<file path="src/rtl/twi_pkg.sv">
package twi_pkg;

    typedef enum logic [1:0] {
        ST_EMPTY = 2'd0,
        ST_TRACK = 2'd1,
        ST_HELD  = 2'd2
    } twi_state_e;

endpackage

</file>
<file path="src/rtl/twi_window_map.sv">
// Maps a signed sample, shifted by BIAS degrees, onto a clamped window number.
module twi_window_map #(
    parameter int TEMP_W  = 8,
    parameter int IDX_W   = 6,
    parameter int NUM_WIN = 36,
    parameter int WIN_DEG = 4,
    parameter int OFFSET  = 40,
    parameter int BIAS    = 0
) (
    input  logic [TEMP_W-1:0] temp_i,
    output logic [IDX_W-1:0]  idx_o
);

    localparam int SW = TEMP_W + 8;
    localparam logic signed [SW-1:0] SHIFT = SW'(OFFSET + BIAS);
    localparam logic signed [SW-1:0] DIV   = SW'(WIN_DEG);
    localparam logic signed [SW-1:0] TOP   = SW'(NUM_WIN - 1);

    logic signed [SW-1:0] shifted;
    logic signed [SW-1:0] quot;

    always_comb begin
        shifted = $signed({{(SW-TEMP_W){temp_i[TEMP_W-1]}}, temp_i}) + SHIFT;
        quot    = shifted / DIV;
        if (shifted < 0) begin
            idx_o = '0;
        end else if (quot > TOP) begin
            idx_o = TOP[IDX_W-1:0];
        end else begin
            idx_o = quot[IDX_W-1:0];
        end
    end

endmodule

</file>
<file path="src/rtl/twi_hyst_step.sv">
// Chooses the next pointer from the current one and the rise / fall candidates.
module twi_hyst_step #(
    parameter int IDX_W = 6
) (
    input  logic [IDX_W-1:0] cur_i,
    input  logic [IDX_W-1:0] rise_i,
    input  logic [IDX_W-1:0] fall_i,
    output logic [IDX_W-1:0] next_o
);

    always_comb begin
        if (rise_i > cur_i) begin
            next_o = rise_i;
        end else if (fall_i < cur_i) begin
            next_o = fall_i;
        end else begin
            next_o = cur_i;
        end
    end

endmodule

</file>
<file path="src/rtl/twi_ctrl.sv">
module twi_ctrl
    import twi_pkg::*;
#(
    parameter int IDX_W   = 6,
    parameter int NUM_WIN = 36
) (
    input  logic             clk,
    input  logic             rst_n,
    input  logic             temp_vld_i,
    input  logic             auto_dis_i,
    input  logic             host_wr_i,
    input  logic [IDX_W-1:0] host_idx_i,
    input  logic [IDX_W-1:0] seed_idx_i,
    input  logic [IDX_W-1:0] hyst_idx_i,
    output logic [IDX_W-1:0] idx_o
);

    localparam logic [IDX_W-1:0] IDX_MAX = IDX_W'(NUM_WIN - 1);

    twi_state_e       state_q, state_d;
    logic [IDX_W-1:0] idx_q, idx_d;
    logic [IDX_W-1:0] host_sat;

    assign host_sat = (host_idx_i > IDX_MAX) ? IDX_MAX : host_idx_i;

    // state register
    always_ff @(posedge clk) begin
        if (!rst_n) begin
            state_q <= ST_EMPTY;
        end else begin
            state_q <= state_d;
        end
    end

    // next state
    always_comb begin
        state_d = state_q;
        unique case (state_q)
            ST_EMPTY: begin
                if (auto_dis_i && host_wr_i) begin
                    state_d = ST_HELD;
                end else if (!auto_dis_i && temp_vld_i) begin
                    state_d = ST_TRACK;
                end
            end
            ST_TRACK: begin
                if (auto_dis_i) begin
                    state_d = ST_HELD;
                end
            end
            ST_HELD: begin
                if (!auto_dis_i) begin
                    state_d = ST_TRACK;
                end
            end
            default: state_d = ST_EMPTY;
        endcase
    end

    // output pointer
    always_comb begin
        idx_d = idx_q;
        unique case (state_q)
            ST_EMPTY: begin
                if (auto_dis_i && host_wr_i) begin
                    idx_d = host_sat;
                end else if (!auto_dis_i && temp_vld_i) begin
                    idx_d = seed_idx_i;
                end
            end
            ST_TRACK, ST_HELD: begin
                if (auto_dis_i) begin
                    if (host_wr_i) begin
                        idx_d = host_sat;
                    end
                end else if (temp_vld_i) begin
                    idx_d = hyst_idx_i;
                end
            end
            default: idx_d = '0;
        endcase
    end

    always_ff @(posedge clk) begin
        if (!rst_n) begin
            idx_q <= '0;
        end else begin
            idx_q <= idx_d;
        end
    end

    assign idx_o = idx_q;

    // pointer stays inside the table
    p_in_range_r6: assert property (@(posedge clk) disable iff (!rst_n)
        idx_q <= IDX_MAX);

    // nothing strobed, nothing changes
    p_idle_hold_r7: assert property (@(posedge clk) disable iff (!rst_n)
        (!temp_vld_i && !host_wr_i) |=> $stable(idx_q));

    // frozen without a write holds the pointer
    p_freeze_hold_r8: assert property (@(posedge clk) disable iff (!rst_n)
        (auto_dis_i && !host_wr_i) |=> $stable(idx_q));

    // freeze never leaves the machine tracking
    p_freeze_state_r8: assert property (@(posedge clk) disable iff (!rst_n)
        auto_dis_i |=> (state_q != ST_TRACK));

    // oversize host value saturates
    p_host_sat_r9: assert property (@(posedge clk) disable iff (!rst_n)
        (auto_dis_i && host_wr_i && host_idx_i > IDX_MAX) |=> (idx_q == IDX_MAX));

    // first sample loads the nominal window
    p_first_load_r2: assert property (@(posedge clk) disable iff (!rst_n)
        (state_q == ST_EMPTY && temp_vld_i && !auto_dis_i)
            |=> (idx_q == $past(seed_idx_i)));

    // a higher nominal window is taken at once while tracking
    p_rise_r4: assert property (@(posedge clk) disable iff (!rst_n)
        (state_q == ST_TRACK && temp_vld_i && !auto_dis_i && seed_idx_i > idx_q)
            |=> (idx_q == $past(seed_idx_i)));

endmodule

</file>
<file path="src/rtl/temp_window_indexer.sv">
module temp_window_indexer #(
    parameter int TEMP_W   = 8,
    parameter int NUM_WIN  = 36,
    parameter int WIN_DEG  = 4,
    parameter int OFFSET   = 40,
    parameter int HYST_DEG = 1,
    parameter int IDX_W    = $clog2(NUM_WIN)
) (
    input  logic              clk,
    input  logic              rst_n,
    input  logic [TEMP_W-1:0] temp_i,
    input  logic              temp_vld_i,
    input  logic              auto_dis_i,
    input  logic              host_wr_i,
    input  logic [IDX_W-1:0]  host_idx_i,
    output logic [IDX_W-1:0]  idx_o
);

    localparam int FALL_BIAS = HYST_DEG - 1;

    logic [IDX_W-1:0] rise_idx;
    logic [IDX_W-1:0] fall_idx;
    logic [IDX_W-1:0] hyst_idx;
    logic [IDX_W-1:0] cur_idx;

    twi_window_map #(
        .TEMP_W (TEMP_W), .IDX_W (IDX_W), .NUM_WIN (NUM_WIN),
        .WIN_DEG(WIN_DEG), .OFFSET(OFFSET), .BIAS(0)
    ) u_rise_map (
        .temp_i (temp_i),
        .idx_o  (rise_idx)
    );

    generate
        if (FALL_BIAS == 0) begin : g_narrow
            assign fall_idx = rise_idx;
        end else begin : g_wide
            twi_window_map #(
                .TEMP_W (TEMP_W), .IDX_W (IDX_W), .NUM_WIN (NUM_WIN),
                .WIN_DEG(WIN_DEG), .OFFSET(OFFSET), .BIAS(FALL_BIAS)
            ) u_fall_map (
                .temp_i (temp_i),
                .idx_o  (fall_idx)
            );
        end
    endgenerate

    twi_hyst_step #(.IDX_W(IDX_W)) u_step (
        .cur_i  (cur_idx),
        .rise_i (rise_idx),
        .fall_i (fall_idx),
        .next_o (hyst_idx)
    );

    twi_ctrl #(.IDX_W(IDX_W), .NUM_WIN(NUM_WIN)) u_ctrl (
        .clk        (clk),
        .rst_n      (rst_n),
        .temp_vld_i (temp_vld_i),
        .auto_dis_i (auto_dis_i),
        .host_wr_i  (host_wr_i),
        .host_idx_i (host_idx_i),
        .seed_idx_i (rise_idx),
        .hyst_idx_i (hyst_idx),
        .idx_o      (cur_idx)
    );

    assign idx_o = cur_idx;

    // the pointer never falls while the fall candidate is not below it
    p_fall_gate_r5: assert property (@(posedge clk) disable iff (!rst_n)
        (temp_vld_i && !auto_dis_i && !host_wr_i && fall_idx >= cur_idx
         && rise_idx <= cur_idx) |=> (idx_o == $past(cur_idx)));

endmodule

</file>
<file path="config.mk">
export PLATFORM = sky130hd
export DESIGN_NAME = temp_window_indexer
export DESIGN_NICKNAME = d
export VERILOG_FILES = /design/src/rtl/twi_pkg.sv /design/src/rtl/twi_window_map.sv /design/src/rtl/twi_hyst_step.sv /design/src/rtl/twi_ctrl.sv /design/src/rtl/temp_window_indexer.sv
export SDC_FILE = /design/constraint.sdc
export NUM_CORES = 1
export LEC_CHECK = 0
export BUFFER_PORTS_ARGS = -buffer_cell sky130_fd_sc_hd__buf_2
export CORE_UTILIZATION = 48
export DETAILED_ROUTE_END_ITERATION = 16
export HOLD_SLACK_MARGIN = 0.15
export PLACE_DENSITY = 0.82
export SKIP_CTS_REPAIR_TIMING = 1
export SLEW_MARGIN = 0
export SYNTH_ARGS = -nofsm -noshare
export SYNTH_HDL_FRONTEND = slang
export SYNTH_SLANG_ARGS = --single-unit
</file>
<file path="constraint.sdc">
create_clock -name clk -period 3.9 [get_ports clk]
set_input_delay 0.585 -clock clk [delete_from_list [all_inputs] [get_ports clk]]
set_output_delay 0.585 -clock clk [all_outputs]
set_load 0.02 [all_outputs]
</file>
### Word level (Yosys, flattened, before mapping)

Index checks and enable logic that the tools add are counted.

| storage, ports and cells | value |
|---|---|
| register bits | 8 |
| bits of input ports | 19 |
| output and inout bits | 6 |
| logic and storage cells | 42 |

| cells by class | value |
|---|---|
| $add $sub $neg | 2 |
| order comparisons | 5 |
| equality and inequality tests | 8 |
| multiplexer cells | 16 |
| bitwise operators | 1 |
| reduce and logical (&&, ||, !) cells | 8 |

Operator list:

| operator | count |
|---|---|
| 6-bit two-way mux | 10 |
| 16-bit by 1-bit adder with 16-bit output | 1 |
| 16-bit by 7-bit > comparator with 1-bit output (second input constant) | 1 |
| 6-bit case mux with 2 select lines | 1 |
| 8-bit by 7-bit adder with 9-bit output (second input constant) | 1 |
| 9-bit by 1-bit less-than comparator with 1-bit output (second input constant) | 1 |
| 2-bit two-way mux | 4 |
| 6-bit > comparator | 1 |
| 6-bit > comparator (second input constant) | 1 |
| 6-bit less-than comparator | 1 |
| 3-bit inequality test (second input constant) | 2 |
| 2-bit case mux with 3 select lines | 1 |
| 2-bit inequality test (second input constant) | 2 |
| 4-bit inequality test (second input constant) | 1 |
| 4-bit AND reduction | 1 |
| 2-bit OR reduction | 2 |
| 3-bit by 1-bit inequality test with 1-bit output (second input constant) | 1 |
| 3-bit AND reduction | 1 |
| 2-bit by 1-bit == test with 1-bit output (second input constant) | 1 |
| 2-bit == test (second input constant) | 1 |
| 1-bit logical AND | 2 |
| 2-bit logical NOT | 1 |
| 1-bit bitwise AND | 1 |
| 1-bit logical NOT | 1 |

### Logic depth before layout (Yosys ltp)

| logic depth | value |
|---|---|
| depth in word-level cells | 13 |
| gate-level depth with buffers | 20 |
| depth with buffers taken out | 20 |

### By module

From an unflattened synthesis, not the netlist that was laid out.

| second synthesis, totals | value |
|---|---|
| cell total of the unflattened synthesis | 208 |
| area, all modules | 1569.0 um^2 |

By module, submodules not included:

| module | times used | cells each | area each (um^2) | seq. area each (um^2) |
|---|---|---|---|---|
| twi_ctrl | 1 | 79 | 624.3 | 160.2 |
| twi_hyst_step | 1 | 76 | 569.3 | 0.0 |
| twi_window_map | 1 | 53 | 375.4 | 0.0 |

### Worst setup path before layout

No wires, ideal clock.

| path | value |
|---|---|
| path type | input-to-reg |
| from | input port temp_i[4] |
| to | register u_ctrl.idx_q[2] (netlist: u_ctrl.idx_o[2]) |
| setup time | 0.069 ns |
| arrival time | 3.801 ns |
| slack | 0.031 ns |
| cell stages on the path | 19 |
| buffers on the path | 0 |
| path through | a21oi_2 -> o21ai_1 -> nor2_1 -> ha_1 -> ha_1 -> nor3b_2 -> nand2_1 -> ha_1 -> nand4_1 -> nor4b_2 -> nor3_1 -> o21ai_0 -> ha_1 -> nor4b_1 -> a211oi_1 -> a31oi_1 -> nor3b_2 -> o211ai_1 -> o21ai_1 |

| between the ends | value |
|---|---|
| word-level cells in the longest chain between the ends | 11 |
| elaborated cells between the ends (all ways) | 18 |
| classes of those cells | add/sub: 2; order compare: 4; eq/ne: 1; mux: 9; bitwise: 1; reduce/logical: 1 |

RTL lines:

| item | RTL line | text |
|---|---|---|
| start, declared | temp_window_indexer.sv:11 | `input logic [TEMP_W-1:0] temp_i,` |
| 8-bit by 7-bit adder with 9-bit output (*) | twi_window_map.sv:23 | `shifted = $signed({{(SW-TEMP_W){temp_i[TEMP_W-1]}}, temp_i}) + SHIFT;` |
| 1-bit bitwise AND (no source line) | n/a |  |
| 16-bit by 1-bit adder with 16-bit output (no source line) | n/a |  |
| 16-bit by 7-bit > comparator with 1-bit output | twi_window_map.sv:27 | `end else if (quot > TOP) begin` |
| 6-bit two-way mux | twi_window_map.sv:27 |  |
| 6-bit two-way mux (*) | twi_window_map.sv:25 | `if (shifted < 0) begin` |
| 6-bit > comparator / 6-bit two-way mux (equally long branches) | twi_hyst_step.sv:12, twi_hyst_step.sv:14 |  |
| 6-bit two-way mux | twi_hyst_step.sv:12 | `if (rise_i > cur_i) begin` |
| 6-bit two-way mux | twi_ctrl.sv:76 | `end else if (temp_vld_i) begin` |
| 6-bit two-way mux | twi_ctrl.sv:72 | `if (auto_dis_i) begin` |
| 6-bit case mux with 2 select lines | twi_ctrl.sv:63 | `unique case (state_q)` |
| end signal, assigned | twi_ctrl.sv:88 | `idx_q <= idx_d;` |
| end, declared | twi_ctrl.sv:21 | `logic [IDX_W-1:0] idx_q, idx_d;` |

Every way passes the cells marked *; elsewhere a longest branch is shown, timed or not. The select of a mux whose other input is x is not followed.
A chain may end at the register's enable or synchronous reset.

### Worst setup path after layout

| path | value |
|---|---|
| from | input port temp_i[5] |
| to | register u_ctrl.idx_q[0] (netlist: u_ctrl.idx_o[0]) |

The elaborated chain is that of the path after synthesis.

==> results.yml <==
place:
  portBuffers: 24
  dp_hpwl_um: 2514
  place_congestion: 0.9176
floorplanning:
  initial_core_util_pct: 52.31
  die_w_um: 48.71
  die-height_um: 48.71
  num_rows: 16
  pin_count: 25
  die-area_mm2: 0.002373
  core_mm2: 0.002002
sta:
  period_minus_slack_ps: 4033
  tns_ps: -633.7
  timing.final.crit_share_pct: 103.4
  fmax_mhz: 247.9
  rsz0062_at_grt: "true"
  relSlewSlack_pct: 67.23
  setup_ws_ps: -133.1
  final_max_slew_viol_count: 0
  finalHoldViolCount: 0
  setup_viol: 6
  finClkSkew_ps: 5.297
  tightestPinTransition_ps: 487.4
routing:
  drt-total-wl_um: 3580
  routedWlPerCell_um: 16.73
  drtPass1Iterations: 4
  vias: 1287
  drc: 0
  ant_nets: 0
  drt_iter0_markers: 58
  vias_per_cell: 6.014
power:
  peakVddDrop_mv: 0.3351
  leakagePower_nw: 0.6905
  power_density_mw_per_mm2: 355.1
worst_setup_path:
  worstPathRequired_ps: 4060
  reg2reg_from: "u_ctrl.state_q[1]$_SDFFE_PN0P_"
  worstSetupEndpointType: "flop"
  endpoint: "u_ctrl.idx_o[0]$_SDFFE_PN0P_"
  regToRegEndpoint: "u_ctrl.idx_o[0]$_SDFFE_PN0P_"
  reg2reg_depth: 7
  r2r_setup_slack_ps: 1700
  path_max_fanout: 4
  startpoint: "temp_i[5]"
  critPathArrivalTime_ps: 4190
  start_kind: "primary input"
  path_class: "in -> reg"
grt:
  grt_pass1_vias: 1213
  antenna_found_initial: 0
  grt_max_degree: 14
  grt_use_total_pct: 27.12
  grt_pass1_wl_um: 5126
  grt-ovfl-total: 0
synthesis:
  synth.distinct_cells: 42
  netlist.area_leader.share_pct: 19.12
  ys_ff_latch: 8
  syn_nets: 171
  synth_seq_area_share_pct: 15.29
  ys.warnings.count: 0
  synthTopCellsByArea: "ha_1, dfxtp_1, inv_1"
  synth_area_mm2: 0.001047
  synth_cells: 136
  yosysTopAreaCell: "ha_1"
  syn_avg_cell_area_um2: 7.700
run:
  cap_viol_max_count: 0
clocking:
  clock_sinks: 8
  cts_tree: "yes"
  clk_path_buf_depth: 2
  clkTransAtPathRegs_ps: 60
  clockRootBuffer: "clkbuf_4"
  clk_latency_ps: 260
  h-tree-depth: 1
  cts_buffers: 3
min_path:
  hold_class: "reg -> reg"
run_status:
  violations: "setup timing"
  status: "finished, violations left"
layout:
  area_delta_synth_final_pct: 46.48
  drive_gt1_share_pct: 41.71
  diodes: 0
  final_util_pct: 76.63
  fin_nets: 224
==> worst min-delay path by stage <==
stage          slack, ps                            to                         start  cells past startpoint
4_1_cts              470  u_ctrl.idx_o[2]$_SDFFE_PN0P_  u_ctrl.idx_o[2]$_SDFFE_PN0P_                      2
6_report             490  u_ctrl.idx_o[2]$_SDFFE_PN0P_  u_ctrl.idx_o[2]$_SDFFE_PN0P_                      2
5_1_grt              530  u_ctrl.idx_o[4]$_SDFFE_PN0P_  u_ctrl.idx_o[4]$_SDFFE_PN0P_                      2
3_5_place_dp         460  u_ctrl.idx_o[2]$_SDFFE_PN0P_  u_ctrl.idx_o[2]$_SDFFE_PN0P_                      2
2_1_floorplan        540  u_ctrl.idx_o[2]$_SDFFE_PN0P_  u_ctrl.idx_o[2]$_SDFFE_PN0P_                      2
3_3_place_gp         450  u_ctrl.idx_o[2]$_SDFFE_PN0P_  u_ctrl.idx_o[2]$_SDFFE_PN0P_                      2
==> power breakdown <==
group          switching [mW]  internal, mW  total (mW)  leakage (nW)
clock                  0.0318        0.0355      0.0672        0.0138
sequential             0.0196         0.101       0.121        0.0656
combinational           0.200         0.157       0.356         0.611
==> cell usage after synthesis, drive strengths merged <==
| cell | instances |
|---|---|
| nand4b | 1 |
| nor4b | 2 |
| a211oi | 1 |
| or3 | 1 |
| xnor2 | 4 |
| o22ai | 2 |
| nand3 | 1 |
| xor2 | 2 |
| a22oi | 4 |
| o31ai | 2 |
| a31oi | 2 |
| o21ai | 12 |
| ha | 16 |
| a221oi | 1 |
| a21o | 2 |
| nor2 | 9 |
| nor2b | 4 |
| dfxtp | 8 |
| clkbuf | 1 |
| nand2b | 4 |
| a21boi | 2 |
| nand4 | 3 |
| a22o | 3 |
| or2 | 1 |
| o41ai | 2 |
| o211ai | 1 |
| a21oi | 9 |
| nor3b | 2 |
| nor3 | 1 |
| a2111o | 1 |
| o21a | 1 |
| a32oi | 2 |
| or2b | 2 |
| nand2 | 9 |
| and2 | 1 |
| inv | 14 |
| nand3b | 3 |
==> area by class of cell <==
class                      instances  area (um^2)
timing repair buffer              49        330.3
multi-input combinational        113        934.6
sequential                         8        160.2
inverter                          14        52.55
clock buffer                       3        22.52
fill                             142        467.9
tap                               27        33.78
==> kinds of logic after synthesis <==
group,count (synthesis),share of synthesized area (%)
AO/OA/AOI/OAI,47,30.11
adder cells (fa/ha/maj),16,19.12
AND/OR/NAND/NOR,44,25.09
buffers and inverters,15,5.376
XOR/XNOR,6,5.018
flip-flops,8,15.29
==> layer usage <==
| layer | vias to the layer above | global-route usage, % | share of wire [%] |
|---|---|---|---|
| met2 | 59 | 51.85 | 51 |
| met1 | 602 | 31.12 | 41 |
| met3 | 15 | 1.887 | 5.0 |
| li1 | 611 | - | - |
| met4 | 0 | 9.314 | 3.1 |
| met5 | - | 0 | 0 |
==> worst max-delay path, cell delays in order <==
cell	delay [ps]
buf_4	130
a21oi_4	130
o21ai_2	90
nor2_1	100
ha_2	250
ha_4	160
nor3b_4	190
nand2_1	90
ha_1	280
nand4_1	190
a2111o_1	530
a21oi_2	210
ha_2	290
nand4b_1	100
a211oi_2	50
a31oi_1	210
buf_4	170
nand3b_1	180
o41ai_1	270
==> layout by cell type, fill, tap and decap left out, types with 3 or more instances in the layout <==
cell | netlist | routed
dfxtp_1 | 8 | 8
nand3b_1 | 3 | 3
nand4_1 | 3 | 3
buf_4 | 0 | 25
o21ai_1 | 6 | 4
a22oi_1 | 4 | 3
nand2_1 | 9 | 9
buf_2 | 0 | 21
inv_1 | 13 | 13
nor2b_1 | 4 | 4
xnor2_1 | 4 | 4
o21ai_0 | 6 | 5
ha_1 | 16 | 13
nand2b_1 | 4 | 4
nor2_1 | 9 | 7
o21ai_2 | 0 | 3
clkbuf_4 | 0 | 3
a21oi_1 | 8 | 7
==> sequential cells by signal, summed over array words and instances, names as in the netlist <==
register        flops
u_ctrl.idx_o        6
u_ctrl.state_q      2
==> stage by stage <==
step / area, um^2 / hold slack [ps] / setup slack (ps) / power (mW) / std cells
detailed placement: 1355 / 462.7 / -414.2 / 0.4204 / 207
finish: 1534 / 489.3 / -133.1 / 0.5447 / 214
global route: 1534 / 527.5 / -269.3 / 0.5793 / 214
CTS: 1378 / 470.9 / -185.0 / 0.4879 / 210
global placement: 1355 / 452.7 / -135.8 / 0.4037 / 207
floorplan: 1047 / 535.5 / 30.53 / 0.3160 / 136
Note: power is estimated with default switching activity, not from simulation.
